--- src/rtl/trap_pkg.sv ---
// Shared encodings for the interrupt and reset sequencer.
// Assumes a byte-wide memory, a 16-bit address and an 8-bit stack pointer.
package trap_pkg;
    localparam int ADDR_W = 16;
    localparam int DATA_W = 8;
    localparam int STEP_W = 3;

    localparam int ENTRY_CYCLES  = 7;
    localparam int RESET_CYCLES  = 6;
    localparam int RETURN_CYCLES = 6;

    localparam int FLAG_Z   = 1;
    localparam int FLAG_I   = 2;
    localparam int FLAG_B   = 4;
    localparam int FLAG_ONE = 5;

    localparam logic [DATA_W-1:0] MASK_I   = DATA_W'(1 << FLAG_I);
    localparam logic [DATA_W-1:0] MASK_B   = DATA_W'(1 << FLAG_B);
    localparam logic [DATA_W-1:0] MASK_ONE = DATA_W'(1 << FLAG_ONE);
    localparam logic [DATA_W-1:0] RESET_P  = MASK_ONE | MASK_I | DATA_W'(1 << FLAG_Z);

    typedef enum logic [2:0] {
        EV_RESET, EV_NMI, EV_IRQ, EV_BRK, EV_SKIP, EV_RTI, EV_RTS
    } ev_kind_t;

    typedef enum logic [3:0] {
        AC_NONE, AC_PUSH_PCH, AC_PUSH_PCL, AC_PUSH_P,
        AC_PULL_P, AC_PULL_PCL, AC_PULL_PCH,
        AC_VEC_LO, AC_VEC_HI, AC_PC_INC
    } act_t;

    // Index of the final step of an event
    function automatic logic [STEP_W-1:0] ev_last(ev_kind_t k);
        case (k)
            EV_RESET:       ev_last = STEP_W'(RESET_CYCLES - 1);
            EV_RTI, EV_RTS: ev_last = STEP_W'(RETURN_CYCLES - 1);
            default:        ev_last = STEP_W'(ENTRY_CYCLES - 1);
        endcase
    endfunction

    // Memory or register action performed at a given step of an event
    function automatic act_t act_of(ev_kind_t k, logic [STEP_W-1:0] s);
        act_of = AC_NONE;
        case (k)
            EV_NMI, EV_IRQ, EV_BRK: begin
                case (s)
                    3'd2: act_of = AC_PUSH_PCH;
                    3'd3: act_of = AC_PUSH_PCL;
                    3'd4: act_of = AC_PUSH_P;
                    3'd5: act_of = AC_VEC_LO;
                    3'd6: act_of = AC_VEC_HI;
                    default: act_of = AC_NONE;
                endcase
            end
            EV_RESET: begin
                case (s)
                    3'd4: act_of = AC_VEC_LO;
                    3'd5: act_of = AC_VEC_HI;
                    default: act_of = AC_NONE;
                endcase
            end
            EV_RTI: begin
                case (s)
                    3'd2: act_of = AC_PULL_P;
                    3'd3: act_of = AC_PULL_PCL;
                    3'd4: act_of = AC_PULL_PCH;
                    default: act_of = AC_NONE;
                endcase
            end
            EV_RTS: begin
                case (s)
                    3'd2: act_of = AC_PULL_PCL;
                    3'd3: act_of = AC_PULL_PCH;
                    3'd5: act_of = AC_PC_INC;
                    default: act_of = AC_NONE;
                endcase
            end
            default: act_of = AC_NONE;
        endcase
    endfunction
endpackage

--- src/rtl/trap_nmi_latch.sv ---
// Non-maskable request edge latch.
// Detects a rising edge on the request line and holds it pending until
// the sequencer consumes it. A new edge in the consuming cycle is itself
// consumed, because the taken signal already includes it.
module trap_nmi_latch (
    input  logic clk,
    input  logic rst_n,
    input  logic nmi_req,
    input  logic consume,
    output logic taken
);
    logic prev_q;
    logic pend_q;

    assign taken = pend_q | (nmi_req & ~prev_q);

    // Track the previous level and keep an unserved edge pending
    always_ff @(posedge clk) begin
        if (!rst_n) begin
            prev_q <= 1'b0;
            pend_q <= 1'b0;
        end else begin
            prev_q <= nmi_req;
            pend_q <= taken & ~consume;
        end
    end
endmodule

--- src/rtl/trap_arbiter.sv ---
// Fixed-priority request selection.
// Assumes the requests are only sampled when the sequencer is idle.
// A masked maskable request still wins and becomes a no-access event.
module trap_arbiter
    import trap_pkg::*;
(
    input  logic     busy,
    input  logic     nmi_take,
    input  logic     irq_req,
    input  logic     mask_i,
    input  logic     brk_start,
    input  logic     rti_start,
    input  logic     rts_start,
    output logic     start,
    output ev_kind_t start_kind
);
    // Pick the highest-priority request present in an idle cycle
    always_comb begin
        start = !busy && (nmi_take || irq_req || brk_start || rti_start || rts_start);
        if (nmi_take)       start_kind = EV_NMI;
        else if (irq_req)   start_kind = mask_i ? EV_SKIP : EV_IRQ;
        else if (brk_start) start_kind = EV_BRK;
        else if (rti_start) start_kind = EV_RTI;
        else                start_kind = EV_RTS;
    end
endmodule

--- src/rtl/trap_stepper.sv ---
// Step counter for one event at a time.
// Holds the event kind and a step index. It is busy from the cycle after a
// start until the last step of that kind, and it enters the start-up
// sequence while reset is held.
module trap_stepper
    import trap_pkg::*;
(
    input  logic              clk,
    input  logic              rst_n,
    input  logic              start,
    input  ev_kind_t          start_kind,
    output logic              busy,
    output ev_kind_t          kind,
    output logic [STEP_W-1:0] step
);
    logic              busy_q;
    ev_kind_t          kind_q;
    logic [STEP_W-1:0] step_q;

    assign busy = busy_q;
    assign kind = kind_q;
    assign step = step_q;

    // Advance the step index, finish on the last step, accept a new event when idle
    always_ff @(posedge clk) begin
        if (!rst_n) begin
            busy_q <= 1'b1;
            kind_q <= EV_RESET;
            step_q <= '0;
        end else if (busy_q) begin
            if (step_q == ev_last(kind_q)) busy_q <= 1'b0;
            else                           step_q <= step_q + 1'b1;
        end else if (start) begin
            busy_q <= 1'b1;
            kind_q <= start_kind;
            step_q <= '0;
        end
    end
endmodule

--- src/rtl/trap_sequencer.sv ---
// Interrupt, break, reset and return sequencer (top).
// Captures PC, S and P from its inputs when an event starts, performs the
// stack and vector accesses of that event over a fixed number of cycles,
// and holds the results on its outputs. Assumes the memory read is
// combinational and the vectors sit at even addresses.
module trap_sequencer
    import trap_pkg::*;
#(
    parameter logic [15:0] NMI_VECTOR = 16'hFFFA,
    parameter logic [15:0] RST_VECTOR = 16'hFFFC,
    parameter logic [15:0] IRQ_VECTOR = 16'hFFFE,
    parameter logic [7:0]  STACK_PAGE = 8'h01
) (
    input  logic              clk,
    input  logic              rst_n,
    input  logic              nmi_req,
    input  logic              irq_req,
    input  logic              brk_start,
    input  logic              rti_start,
    input  logic              rts_start,
    input  logic [ADDR_W-1:0] pc_in,
    input  logic [DATA_W-1:0] sp_in,
    input  logic [DATA_W-1:0] p_in,
    output logic [ADDR_W-1:0] pc_out,
    output logic [DATA_W-1:0] sp_out,
    output logic [DATA_W-1:0] p_out,
    output logic [ADDR_W-1:0] mem_addr,
    output logic [DATA_W-1:0] mem_wdata,
    output logic              mem_we,
    output logic              mem_re,
    input  logic [DATA_W-1:0] mem_rdata,
    output logic              busy
);
    localparam int HALF_W = ADDR_W / 2;

    logic              nmi_take;
    logic              start;
    ev_kind_t          start_kind;
    ev_kind_t          kind;
    logic [STEP_W-1:0] step;
    act_t              act;
    logic [ADDR_W-1:0] vec_base;
    logic [ADDR_W-1:0] pc_q;
    logic [DATA_W-1:0] sp_q;
    logic [DATA_W-1:0] p_q;
    logic [DATA_W-1:0] sp_up;

    trap_nmi_latch u_nmi (
        .clk     (clk),
        .rst_n   (rst_n),
        .nmi_req (nmi_req),
        .consume (start && start_kind == EV_NMI),
        .taken   (nmi_take)
    );

    trap_arbiter u_arb (
        .busy       (busy),
        .nmi_take   (nmi_take),
        .irq_req    (irq_req),
        .mask_i     (p_in[FLAG_I]),
        .brk_start  (brk_start),
        .rti_start  (rti_start),
        .rts_start  (rts_start),
        .start      (start),
        .start_kind (start_kind)
    );

    trap_stepper u_step (
        .clk        (clk),
        .rst_n      (rst_n),
        .start      (start),
        .start_kind (start_kind),
        .busy       (busy),
        .kind       (kind),
        .step       (step)
    );

    // Decode the action of the current step and the vector of the current event
    always_comb begin
        act = busy ? act_of(kind, step) : AC_NONE;
        case (kind)
            EV_RESET: vec_base = RST_VECTOR;
            EV_NMI:   vec_base = NMI_VECTOR;
            default:  vec_base = IRQ_VECTOR;
        endcase
        sp_up = sp_q + 1'b1;
    end

    // Drive the memory port for the current action
    always_comb begin
        mem_addr  = '0;
        mem_wdata = '0;
        mem_we    = 1'b0;
        mem_re    = 1'b0;
        case (act)
            AC_PUSH_PCH: begin
                mem_addr = {STACK_PAGE, sp_q}; mem_wdata = pc_q[ADDR_W-1:HALF_W]; mem_we = 1'b1;
            end
            AC_PUSH_PCL: begin
                mem_addr = {STACK_PAGE, sp_q}; mem_wdata = pc_q[HALF_W-1:0]; mem_we = 1'b1;
            end
            AC_PUSH_P: begin
                mem_addr = {STACK_PAGE, sp_q}; mem_wdata = p_q | MASK_ONE; mem_we = 1'b1;
            end
            AC_PULL_P, AC_PULL_PCL, AC_PULL_PCH: begin
                mem_addr = {STACK_PAGE, sp_up}; mem_re = 1'b1;
            end
            AC_VEC_LO: begin
                mem_addr = vec_base; mem_re = 1'b1;
            end
            AC_VEC_HI: begin
                mem_addr = vec_base + 1'b1; mem_re = 1'b1;
            end
            default: ;
        endcase
    end

    // Architectural state: load at start, then update per step
    always_ff @(posedge clk) begin
        if (!rst_n) begin
            pc_q <= '0;
            sp_q <= '1;
            p_q  <= RESET_P;
        end else if (start) begin
            pc_q <= (start_kind == EV_BRK) ? pc_in + 1'b1 : pc_in;
            sp_q <= sp_in;
            case (start_kind)
                EV_BRK:         p_q <= p_in | MASK_B;
                EV_NMI, EV_IRQ: p_q <= p_in & ~MASK_B;
                default:        p_q <= p_in;
            endcase
        end else begin
            case (act)
                AC_PUSH_PCH, AC_PUSH_PCL: sp_q <= sp_q - 1'b1;
                AC_PUSH_P: begin
                    sp_q <= sp_q - 1'b1;
                    p_q  <= p_q | MASK_I;
                end
                AC_PULL_P: begin
                    sp_q <= sp_up;
                    p_q  <= mem_rdata | MASK_B;
                end
                AC_PULL_PCL: begin
                    sp_q <= sp_up;
                    pc_q[HALF_W-1:0] <= mem_rdata;
                end
                AC_PULL_PCH: begin
                    sp_q <= sp_up;
                    pc_q[ADDR_W-1:HALF_W] <= mem_rdata;
                end
                AC_VEC_LO: pc_q[HALF_W-1:0] <= mem_rdata;
                AC_VEC_HI: pc_q[ADDR_W-1:HALF_W] <= mem_rdata;
                AC_PC_INC: pc_q <= pc_q + 1'b1;
                default: ;
            endcase
        end
    end

    assign pc_out = pc_q;
    assign sp_out = sp_q;
    assign p_out  = p_q | MASK_ONE;
endmodule

--- config.mk ---
export PLATFORM = sky130hd
export DESIGN_NAME = trap_sequencer
export DESIGN_NICKNAME = d
export VERILOG_FILES = /design/src/rtl/trap_pkg.sv /design/src/rtl/trap_nmi_latch.sv /design/src/rtl/trap_arbiter.sv /design/src/rtl/trap_stepper.sv /design/src/rtl/trap_sequencer.sv
export SDC_FILE = /design/constraint.sdc
export NUM_CORES = 1
export LEC_CHECK = 0
export ABC_AREA = 1
export CAP_MARGIN = 20
export CORE_MARGIN = 10
export CORE_UTILIZATION = 35
export CTS_CLUSTER_DIAMETER = 40
export DETAILED_ROUTE_END_ITERATION = 12
export PLACE_DENSITY_LB_ADDON = 0.1
export SYNTH_ARGS = -nofsm -noshare
export SYNTH_HDL_FRONTEND = slang
export SYNTH_HIERARCHICAL = 1
export SYNTH_SLANG_ARGS = --single-unit
--- constraint.sdc ---
create_clock -name clk -period 4 [get_ports clk]
set_clock_uncertainty 0.1 [all_clocks]
set_input_delay 0.8 -clock clk [delete_from_list [all_inputs] [get_ports clk]]
set_output_delay 0.8 -clock clk [all_outputs]
set_load 0.03 [all_outputs]
==> metrics.csv, run 1 <==
metric,value,unit
post-cts sizing count,1,
critical path arrival,2.82,ns
register area share after synthesis,20.0,%
IO buf count,103,
worst path bufs/invs,2,
GP Congestion,0.935,
buffer count from post-CTS setup fixing,0,
Post-Syn Area,4000,µm²
Reg2Reg Depth,16,
Post-synth ARST share,0,%
clock tree buffer depth,2,
residual DRC count,0,
Via density,5.12,
CTS hold repair buffers,0,
TritonCTS clock tree,built,
placed inst area,5090,µm²
max incr delay on CP,0.70,ns
clk slew on worst S/H paths,0.06,ns
CP Capture Type,output pin,
metal2 WL,6320,µm
synth unique cells,39,
fin area,5280,µm²
setup ws final,0.277,ns
first-pass GRT wire length,22700,µm
initial antenna violation count,0,
Syn. warnings,6,
Min Hold Slack,0.370,ns
area delta synth->final,32.2,%
TNS Setup,0,ns
Hold Path Class,flop to flop,
Die H,127,µm
Mapped Nets,732,
Worst-Margin Slew,0.578,ns
Final Hold Viols,0,
combinational share of power,44.7,%
Routed WL,14000,µm
Mapped Avg Cell Area,5.88,µm²
fin nets,823,
met3 wire length,1060,µm
Flop pwr share,31.3,%
CP required,3.10,ns
gr usage total,16.8,%
core area,11000,µm²
top cell type's share of synthesized area,20.0,%
Final Slew Violations,0,
Num CTS Buffers,5,
stages on the worst setup path,9,
DR pass1 iterations,5,
diode count,0,
HPWL after detailed placement,10900,µm
overall power,1.64,mW
RSZ-0062 raised after global routing,false,
"Primary FF master, synth",dfxtp_1,
Worst setup SP type,flop,
status,"complete, no violations",
"reg-to-reg slack, setup",1.29,ns
clock period minus worst slack,3.72,ns
DIE AREA,16100,µm²
CTS H-tree depth,2,
Cell Pwr Density,311,nW/µm²
hold path cells,2,
largest net degree at the start of global routing,46,
sw power,0.676,mW
DR iter-0 viols,344,
Mapped Cells,680,
pre-CTS worst setup slack,0.308,ns
wire length per cell,15.4,µm
share of layout cells above drive strength 1,9.60,%
Net Sw Frac,41.1,%
Overflow after GRT,0,
root buffer cell,clkbuf_16,
final setup vio count,0,
VDD IR max,0.000172,V
Starting Density,36.2,%
Top Family by Delay on Critical Path,simple AND/OR/NAND/NOR gates,
Skew-Pair Late Insertion Delay,0.28,ns
I/O pins,106,
critical-path cell list,"nor2_2, nor2_1, nand2_1, nand3_2, nand2_1, nand2_1, nand2_2, inv_1, clkdlybuf4s50_1",
Worst path most repeated cell,nand2_1,
crit-path max FO,16,
clock power share,24.0,%
dominant cells by area after synthesis,"dfxtp_1, nand2_1, nand3_1",
via count of the first global-routing pass,4510,
Met1 Wirelength,6420,µm
fmax,269,MHz
internal power,0.968,mW
Seq cells post-synth,40,
Slew headroom,61.3,%
max-cap check violation count,0,
Post-synth EDFFs,0,
Clock Sink Count,40,
Crit Path Class,flop to output pin,
row cnt,38,
highest layer used for signal routing,met4,
ANT nets after route,0,
slowest cell on the critical path,clkdlybuf4s50_1,
Vias,4664,
die width,127,µm
dominant cell type by area after synthesis,dfxtp_1,
final period utilization,93.1,%
Leak,2.70,nW
# fillers,1191,
-- cell usage after synthesis, drive strengths merged (5+ instances only) --
master and n:
ha 5, nor2 75, nand4 23, clkbuf 9
a31oi 6, buf 14, nor3 10, inv 83
nand2 220, nand3b 5, o211ai 7, o21ai 20
xor2 22, nand3 83, a21oi 35, dfxtp 40
or2 10
-- cell usage in the layout, fill, tap and decap left out, drive strengths merged --
cell type,count
o31ai,3
clkbuf,5
nand3b,5
xnor2,2
clkinvlp,1
nor3b,1
o211ai,7
and2,1
a21oi,35
or2,10
dlymetal6s2s,15
nor3,10
nand2,220
clkdlybuf4s50,88
conb,1
dfxtp,40
ha,5
o21ai,20
buf,4
nand3,83
a31oi,6
inv,83
o21bai,1
clkinv,5
nand4,23
xor2,22
nor2,75
-- stage by stage --
stage	std cells	utilization, %
after detailed placement	904	46.2
final	911	47.9
after floorplan	680	-
after CTS	911	47.5
after global routing	911	47.9
after global placement	904	46.2
-- logic make-up (layout without fill, tap and decap cells) --
kind of cell             after synthesis  count (layout)  share of synthesized area [%]
buffers and inverters                110             201                           12.0
AO/OA/AOI/OAI                         72              72                           10.1
other                                  1               1                         0.0939
AND/OR/NAND/NOR                      428             428                           51.0
flip-flops                            40              40                           20.0
XOR/XNOR                              24              24                           5.26
adder cells (fa/ha/maj)                5               5                           1.57
-- worst paths after layout --
path | startpoint | end
max reg2reg | u_nmi/prev_q | pc_out[12]
min reg2reg | u_nmi/pend_q | u_nmi/pend_q
min | u_nmi/pend_q | u_nmi/pend_q
max | u_step/kind[1] | mem_we
-- metal layers --
metal / up-vias / global-route usage [%]
li1: 2373 / -
met1: 2131 / 21.5
met2: 149 / 27.8
met3: 11 / 3.96
met4: 0 / 4.22
met5: - / 0
-- worst reg2reg max path, cell delays in order, from the launching register on --
cell and delay [ns]:
dfxtp_1 0.30, inv_1 0.04, nand2_1 0.06, nand2_1 0.15
nor2_2 0.07, a21oi_1 0.25, nand3_2 0.22, inv_1 0.14
nand2_1 0.10, nor3_1 0.39, nand3_1 0.22, nor2_1 0.15
nand2_1 0.06, nand3_1 0.12, nand3_1 0.09, nand2_1 0.10
inv_1 0.05
-- registers in the layout, indices dropped and copies added (netlist names) --
name	flops
sp_out	8
u_nmi/pend_q	1
u_step/kind	3
u_step/step	3
pc_out	16
u_step/busy	1
p_q	7
u_nmi/prev_q	1
-- cell type report --
cell class	count	area, µm²	share of cell area (%)
sequential	40	801	15.2
clock buffer	5	125	2.37
inverter	87	330	6.25
multi-input combinational	530	2730	51.6
tap	140	175	3.32
clock inverter	2	12.5	0.237
timing repair buffer	107	1110	21.0
-- power by group through the flow --
stage               Clock, mW  Sequential, mW  Combinational (mW)
floorplan                   0           0.568               0.426
global placement            0           0.522               0.726
detailed placement          0           0.521               0.736
CTS                     0.402           0.513               0.739
global route            0.420           0.523               0.808
finish                  0.395           0.514               0.734
Note: power is estimated with default switching activity, not from simulation.
==> run 2: changes to the inputs <==
- SLEW_MARGIN: not set -> 40
==> results of run 2 <==
Same layout as run 1: the final DEF is identical, and so are final timing and power.
